--- config.mk ---
export PLATFORM = sky130hd
export DESIGN_NAME = pe_ring_node
export DESIGN_NICKNAME = d
export VERILOG_FILES = /design/src/rtl/pe_ring_pkg.sv /design/src/rtl/pe_operand_store.sv /design/src/rtl/pe_c_bank.sv /design/src/rtl/pe_ring_out.sv /design/src/rtl/pe_ring_node.sv
export SDC_FILE = /design/constraint.sdc
export NUM_CORES = 2
export LEC_CHECK = 0
export ABC_AREA = 1
export CORE_MARGIN = 2
export CORE_UTILIZATION = 62
export DETAILED_ROUTE_END_ITERATION = 6
export GPL_ROUTABILITY_DRIVEN = 0
export GPL_TIMING_DRIVEN = 0
export MAX_ROUTING_LAYER = met4
export PLACE_DENSITY_LB_ADDON = 0.12
export RECOVER_POWER = 100
export REMOVE_ABC_BUFFERS = 1
export SLEW_MARGIN = 20
export SYNTH_ARGS = -nofsm -noshare
export SYNTH_HDL_FRONTEND = slang
export SYNTH_SLANG_ARGS = --single-unit
--- constraint.sdc ---
create_clock -name clk -period 17.8 [get_ports clk]
set_clock_uncertainty 0.05 [all_clocks]
set_input_delay 4.45 -clock clk [delete_from_list [all_inputs] [get_ports clk]]
set_output_delay 4.45 -clock clk [all_outputs]
set_load 0.005 [all_outputs]
--- src/rtl/pe_ring_pkg.sv ---
package pe_ring_pkg;
    typedef enum logic {
        OP_LOAD  = 1'b0,
        OP_WBACK = 1'b1
    } pe_op_e;

    typedef enum logic [1:0] {
        ST_IDLE,
        ST_MAC,
        ST_DRAIN
    } pe_state_e;
endpackage

--- src/rtl/pe_operand_store.sv ---
module pe_operand_store #(
    parameter int NB     = 4,
    parameter int DATA_W = 32
) (
    input  logic                            clk,
    input  logic                            rst_n,
    input  logic                            wr_en,
    input  logic [DATA_W-1:0]               wr_data,
    input  logic                            ptr_clr,
    input  logic [$clog2(NB+NB*NB)-1:0]     rd_a_idx,
    input  logic [$clog2(NB+NB*NB)-1:0]     rd_b_idx,
    output logic [DATA_W-1:0]               a_word,
    output logic [DATA_W-1:0]               b_word
);
    localparam int DEPTH = NB + NB * NB;
    localparam int IDX_W = $clog2(DEPTH);
    localparam int PTR_W = $clog2(DEPTH + 1);

    typedef struct packed {
        logic [DEPTH-1:0][DATA_W-1:0] mem;
        logic [PTR_W-1:0]             ptr;
    } store_t;

    store_t st_d, st_q;

    always_comb begin
        st_d = st_q;
        if (wr_en && (st_q.ptr < PTR_W'(DEPTH))) begin
            st_d.mem[st_q.ptr[IDX_W-1:0]] = wr_data;
            st_d.ptr = st_q.ptr + 1'b1;
        end
        if (ptr_clr) begin
            st_d.ptr = '0;
        end
    end

    always_ff @(posedge clk) begin
        if (!rst_n) st_q <= '0;
        else        st_q <= st_d;
    end

    assign a_word = st_q.mem[rd_a_idx];
    assign b_word = st_q.mem[rd_b_idx];
endmodule

--- src/rtl/pe_c_bank.sv ---
module pe_c_bank #(
    parameter int NB     = 4,
    parameter int DATA_W = 32
) (
    input  logic                    clk,
    input  logic                    rst_n,
    input  logic                    acc_en,
    input  logic [$clog2(NB)-1:0]   acc_idx,
    input  logic [DATA_W-1:0]       acc_val,
    input  logic                    clr_en,
    input  logic [$clog2(NB)-1:0]   clr_idx,
    input  logic [$clog2(NB)-1:0]   rd_idx,
    output logic [DATA_W-1:0]       rd_word
);
    typedef struct packed {
        logic [NB-1:0][DATA_W-1:0] c;
    } bank_t;

    bank_t bk_d, bk_q;

    always_comb begin
        bk_d = bk_q;
        if (acc_en) begin
            bk_d.c[acc_idx] = bk_q.c[acc_idx] + acc_val;
        end
        if (clr_en) begin
            bk_d.c[clr_idx] = '0;
        end
    end

    always_ff @(posedge clk) begin
        if (!rst_n) bk_q <= '0;
        else        bk_q <= bk_d;
    end

    assign rd_word = bk_q.c[rd_idx];
endmodule

--- src/rtl/pe_ring_out.sv ---
module pe_ring_out #(
    parameter int ID_W   = 4,
    parameter int DATA_W = 32
) (
    input  logic              clk,
    input  logic              rst_n,
    input  logic              fwd_valid,
    input  logic              fwd_op,
    input  logic [ID_W-1:0]   fwd_id,
    input  logic [DATA_W-1:0] fwd_data,
    input  logic              inj_valid,
    input  logic [ID_W-1:0]   inj_id,
    input  logic [DATA_W-1:0] inj_data,
    output logic              inj_taken,
    output logic              out_valid,
    output logic              out_op,
    output logic [ID_W-1:0]   out_id,
    output logic [DATA_W-1:0] out_data
);
    import pe_ring_pkg::*;

    typedef struct packed {
        logic              vld;
        logic              op;
        logic [ID_W-1:0]   id;
        logic [DATA_W-1:0] data;
    } slot_t;

    slot_t sl_d, sl_q;

    always_comb begin
        sl_d      = '0;
        inj_taken = 1'b0;
        if (fwd_valid) begin
            sl_d.vld  = 1'b1;
            sl_d.op   = fwd_op;
            sl_d.id   = fwd_id;
            sl_d.data = fwd_data;
        end else if (inj_valid) begin
            sl_d.vld  = 1'b1;
            sl_d.op   = OP_WBACK;
            sl_d.id   = inj_id;
            sl_d.data = inj_data;
            inj_taken = 1'b1;
        end
    end

    always_ff @(posedge clk) begin
        if (!rst_n) sl_q <= '0;
        else        sl_q <= sl_d;
    end

    assign out_valid = sl_q.vld;
    assign out_op    = sl_q.op;
    assign out_id    = sl_q.id;
    assign out_data  = sl_q.data;
endmodule

--- src/rtl/pe_ring_node.sv ---
module pe_ring_node #(
    parameter int NB      = 4,
    parameter int ID_W    = 4,
    parameter int DATA_W  = 32,
    parameter int NODE_ID = 5
) (
    input  logic              clk,
    input  logic              rst_n,
    input  logic              pkt_in_valid,
    input  logic              pkt_in_op,
    input  logic [ID_W-1:0]   pkt_in_id,
    input  logic [DATA_W-1:0] pkt_in_data,
    input  logic              start,
    output logic              pkt_out_valid,
    output logic              pkt_out_op,
    output logic [ID_W-1:0]   pkt_out_id,
    output logic [DATA_W-1:0] pkt_out_data,
    output logic              ready
);
    import pe_ring_pkg::*;

    localparam int J_W    = $clog2(NB);
    localparam int STEP_W = 2 * J_W;
    localparam int IDX_W  = $clog2(NB + NB * NB);
    localparam logic [ID_W-1:0] MY_ID = ID_W'(NODE_ID);

    typedef struct packed {
        pe_state_e         st;
        logic [STEP_W-1:0] step;
        logic [J_W-1:0]    drn;
    } ctl_t;

    ctl_t ctl_d, ctl_q;

    logic              hit, fwd, load_en, ptr_clr;
    logic              mac_en, inj_valid, inj_taken;
    logic [J_W-1:0]    col_j, row_k;
    logic [IDX_W-1:0]  a_idx, b_idx;
    logic [DATA_W-1:0] a_word, b_word, c_word;

    assign hit     = pkt_in_valid && (pkt_in_id == MY_ID);
    assign fwd     = pkt_in_valid && !hit;
    assign load_en = hit && (pkt_in_op == OP_LOAD);
    assign col_j   = ctl_q.step[STEP_W-1:J_W];
    assign row_k   = ctl_q.step[J_W-1:0];
    assign a_idx   = IDX_W'(row_k);
    assign b_idx   = IDX_W'(NB) + IDX_W'({row_k, col_j});

    always_comb begin
        ctl_d     = ctl_q;
        ptr_clr   = 1'b0;
        mac_en    = 1'b0;
        inj_valid = 1'b0;
        unique case (ctl_q.st)
            ST_IDLE: begin
                if (start) begin
                    ptr_clr    = 1'b1;
                    ctl_d.st   = ST_MAC;
                    ctl_d.step = '0;
                end else if (hit && (pkt_in_op == OP_WBACK)) begin
                    ctl_d.st  = ST_DRAIN;
                    ctl_d.drn = '0;
                end
            end
            ST_MAC: begin
                mac_en     = 1'b1;
                ctl_d.step = ctl_q.step + 1'b1;
                if (ctl_q.step == STEP_W'(NB * NB - 1)) begin
                    ctl_d.st = ST_IDLE;
                end
            end
            ST_DRAIN: begin
                inj_valid = 1'b1;
                if (inj_taken) begin
                    ctl_d.drn = ctl_q.drn + 1'b1;
                    if (ctl_q.drn == J_W'(NB - 1)) begin
                        ctl_d.st = ST_IDLE;
                    end
                end
            end
            default: ctl_d.st = ST_IDLE;
        endcase
    end

    always_ff @(posedge clk) begin
        if (!rst_n) begin
            ctl_q      <= '0;
            ctl_q.st   <= ST_IDLE;
        end else begin
            ctl_q <= ctl_d;
        end
    end

    assign ready = (ctl_q.st == ST_IDLE);

    pe_operand_store #(.NB(NB), .DATA_W(DATA_W)) ops_i (
        .clk      (clk),
        .rst_n    (rst_n),
        .wr_en    (load_en),
        .wr_data  (pkt_in_data),
        .ptr_clr  (ptr_clr),
        .rd_a_idx (a_idx),
        .rd_b_idx (b_idx),
        .a_word   (a_word),
        .b_word   (b_word)
    );

    pe_c_bank #(.NB(NB), .DATA_W(DATA_W)) cbank_i (
        .clk     (clk),
        .rst_n   (rst_n),
        .acc_en  (mac_en),
        .acc_idx (col_j),
        .acc_val (a_word * b_word),
        .clr_en  (inj_taken),
        .clr_idx (ctl_q.drn),
        .rd_idx  (ctl_q.drn),
        .rd_word (c_word)
    );

    pe_ring_out #(.ID_W(ID_W), .DATA_W(DATA_W)) ring_i (
        .clk       (clk),
        .rst_n     (rst_n),
        .fwd_valid (fwd),
        .fwd_op    (pkt_in_op),
        .fwd_id    (pkt_in_id),
        .fwd_data  (pkt_in_data),
        .inj_valid (inj_valid),
        .inj_id    (MY_ID),
        .inj_data  (c_word),
        .inj_taken (inj_taken),
        .out_valid (pkt_out_valid),
        .out_op    (pkt_out_op),
        .out_id    (pkt_out_id),
        .out_data  (pkt_out_data)
    );
endmodule

==> qor.txt <==
deepest clock path buffer count: 3
sequential fraction of the synthesis area: 0.3066
Clock Latency Late Sink: 680 ps
Pwr Density: 75.60 nW/um2
fin. max-slew vios: 426
maximum fanout along the worst path: 40
status: finished with violations
area grow syn2layout: 9.156%
number of global-route vias before repair: 47265
top sig layer: met4
CP endpoint kind: flip-flop
Worst Path Buf+Inv: 15
wirelength, routed: 176800 um
peak per-stage delay on the critical path: 2760 ps
total congestion overflow: 0
Post-Place Cells: 8142
H-tree depth reported by CTS: 3
WL/cell: 21.25 um
# Post-CTS Setup Buffers: 0
design area: 58370 um2
Post-DP HPWL: 118900 um
RSZ-0062 raised after global routing: false
Final ANT Viol Nets: 0
Clock Sinks: 819
dominant cells by area after synthesis: dfxtp_1 31%, fa_1 16%, inv_1 9.7%, a21oi_1 8.2%, o21ai_0 8.2%
Synth async-reset ratio: 0
initial drt markers: 5843
IO Port Bufs: 79
Initial Util: 0.6270
Final Hold Fails: 0
Fin Hold WS: 392.4 ps
share of cells above drive strength 1: 0.04606
Die W: 297.7 um
die area: 88610 um2
Max VDD drop: 0.08139 mV
Inserted Clock Buffers: 88
Netlist Area Pre-Place: 53470 um2
clk slew on worst S/H paths: 60 ps
WL met2: 79080 um
Max Fclk: 0.06654 GHz
DP Area: 55600 um2
most frequent CP cell: inv_1
CP required: 18350 ps
CP Data Arrival Time: 15580 ps
I/O pins: 80
drc violations: 11
fin crit share: 0.8443
critical path's slowest cell: nor3_1
Pleak: 0.02479 uW
first-pass GRT wire length: 271000 um
M1 WL: 67080 um
DIE HEIGHT: 297.7 um
global-route usage over all layers: 0.4050
Worst Max-Slew Pin Slew: 5130 ps
Final Non-Filler Cells: 8319
Post-synth EDFFs: 0
Post-synth top flop: dfxtp_1
vias: 49288
clk root buf: clkbuf_16
Tmin final: 15030 ps
dominant cell type by area after synthesis: dfxtp_1
Synthesis Warnings: 0
Setup Crit Path Kind: flip-flop to flip-flop
normalized max-slew margin: -2.420
Layout Nets: 7702
failing checks: design-rule violations, max-capacitance violations, max-slew violations
endpoints failing setup: 0
post_cts resized: 0
DR vias/cell: 5.925
Cells after Synth: 7313
first-pass detailed-route iteration total: 7
Critical Path Source Type: flip-flop
largest net degree at the start of global routing: 152
syn avg cell area: 7.312 um2
Unique masters post-synth: 54
antenna violations before repair: 10
fin util: 0.6844
Core ar.: 85280 um2
Synth top cells by count: 1375 x inv_1, 1113 x nand2_1, 875 x a21oi_1
CTS tree: done
Synth top area share: 0.3066
met3 WL post-DR: 19230 um
top-count cell post-synth: inv_1
Rows: 107
hold crit path type: flip-flop to flip-flop
Crit path max-delay family: adder cells
# hold bufs at CTS: 0
register bit total from synthesis: 819
MaxCap Viol Count: 8
## stage by stage
step                setup slack, ps  TNS (ps)  total power [uW]
floorplan                      6179         0              2251
global placement             -12490  -3246530              2556
detailed placement             6903         0              2561
CTS                            6811         0              4397
global route                   2988         0              4533
finish                         2772         0              4412
## layer usage
metal / track usage / vias to the layer above
met4: 0.2374 / 0
met2: 0.6229 / 2767
met5: - / -
li1: - / 22626
met3: 0.07883 / 673
met1: 0.4974 / 23222
## where the power goes
part           internal (uW)  leakage, uW  switching, uW
sequential              1850      0.00661           13.3
combinational            196       0.0167            487
clock                   1060      0.00146            803
## cell families after synthesis
logic type,synth area share
buf+inv,0.1383
simple gates,0.1454
flops,0.3066
fa+ha+maj,0.1951
compound gates,0.2092
xor+xnor,0.005405
## final cells by class
type	instances	area, um2
fill	7250	26910
clock buffer	129	2547
tap	1144	1431
inverter	1398	5275
timing repair buffer	157	2267
multi-input combinational	4626	30000
clock inverter	36	409.1
antenna	10	25.02
sequential	819	16410
## state kept, by name, indices dropped and copies added (netlist names)
register          flops
a_idx                 2
cbank_i.bk_q        128
col_j                 2
ctl_q                 4
ops_i.st_q          645
ring_i.out_data      32
ring_i.out_id         4
ring_i.out_op         1
ring_i.out_valid      1
## layout by cell type, fill, tap and decap left out, types with 23 or more instances in the layout
cell type,netlist,routed
o22ai_1,100,100
nand4_1,33,33
clkinv_2,0,27
a22oi_1,39,39
o221ai_1,28,28
dlygate4sd3_1,0,40
dfxtp_1,819,814
a211oi_1,28,28
fa_1,438,438
buf_16,0,30
nand3_1,147,147
nand2_2,26,27
o211ai_1,23,23
o21ai_0,874,879
a21oi_1,875,875
nor2_1,575,568
o21ai_1,68,63
ha_1,133,132
clkbuf_16,0,89
clkbuf_1,336,30
nand2_1,1113,1098
clkdlybuf4s50_1,0,38
inv_1,1375,1372
## path summary, 6_finish.rpt
path	from	endpoint	slack, ps	cells after the start
hold reg to reg	ops_i.st_q[299]	ops_i.st_q[299]	390	2
hold / removal	ops_i.st_q[299]	ops_i.st_q[299]	390	2
setup / recovery	a_idx[0]	cbank_i.bk_q[121]	2770	38
setup reg to reg	a_idx[0]	cbank_i.bk_q[121]	2770	38
## worst register-to-register path, delay by kind of cell (launching register included)
family | cells | cell delay (ps)
DFF | 1 | 530
buffers and inverters | 15 | 4090
AOI/OAI and AO/OA | 6 | 1480
adders and majority gates | 10 | 4550
xor gates and xnor gates | 1 | 470
and+or+nand+nor | 6 | 3810
(Power assumes the default switching activity.)
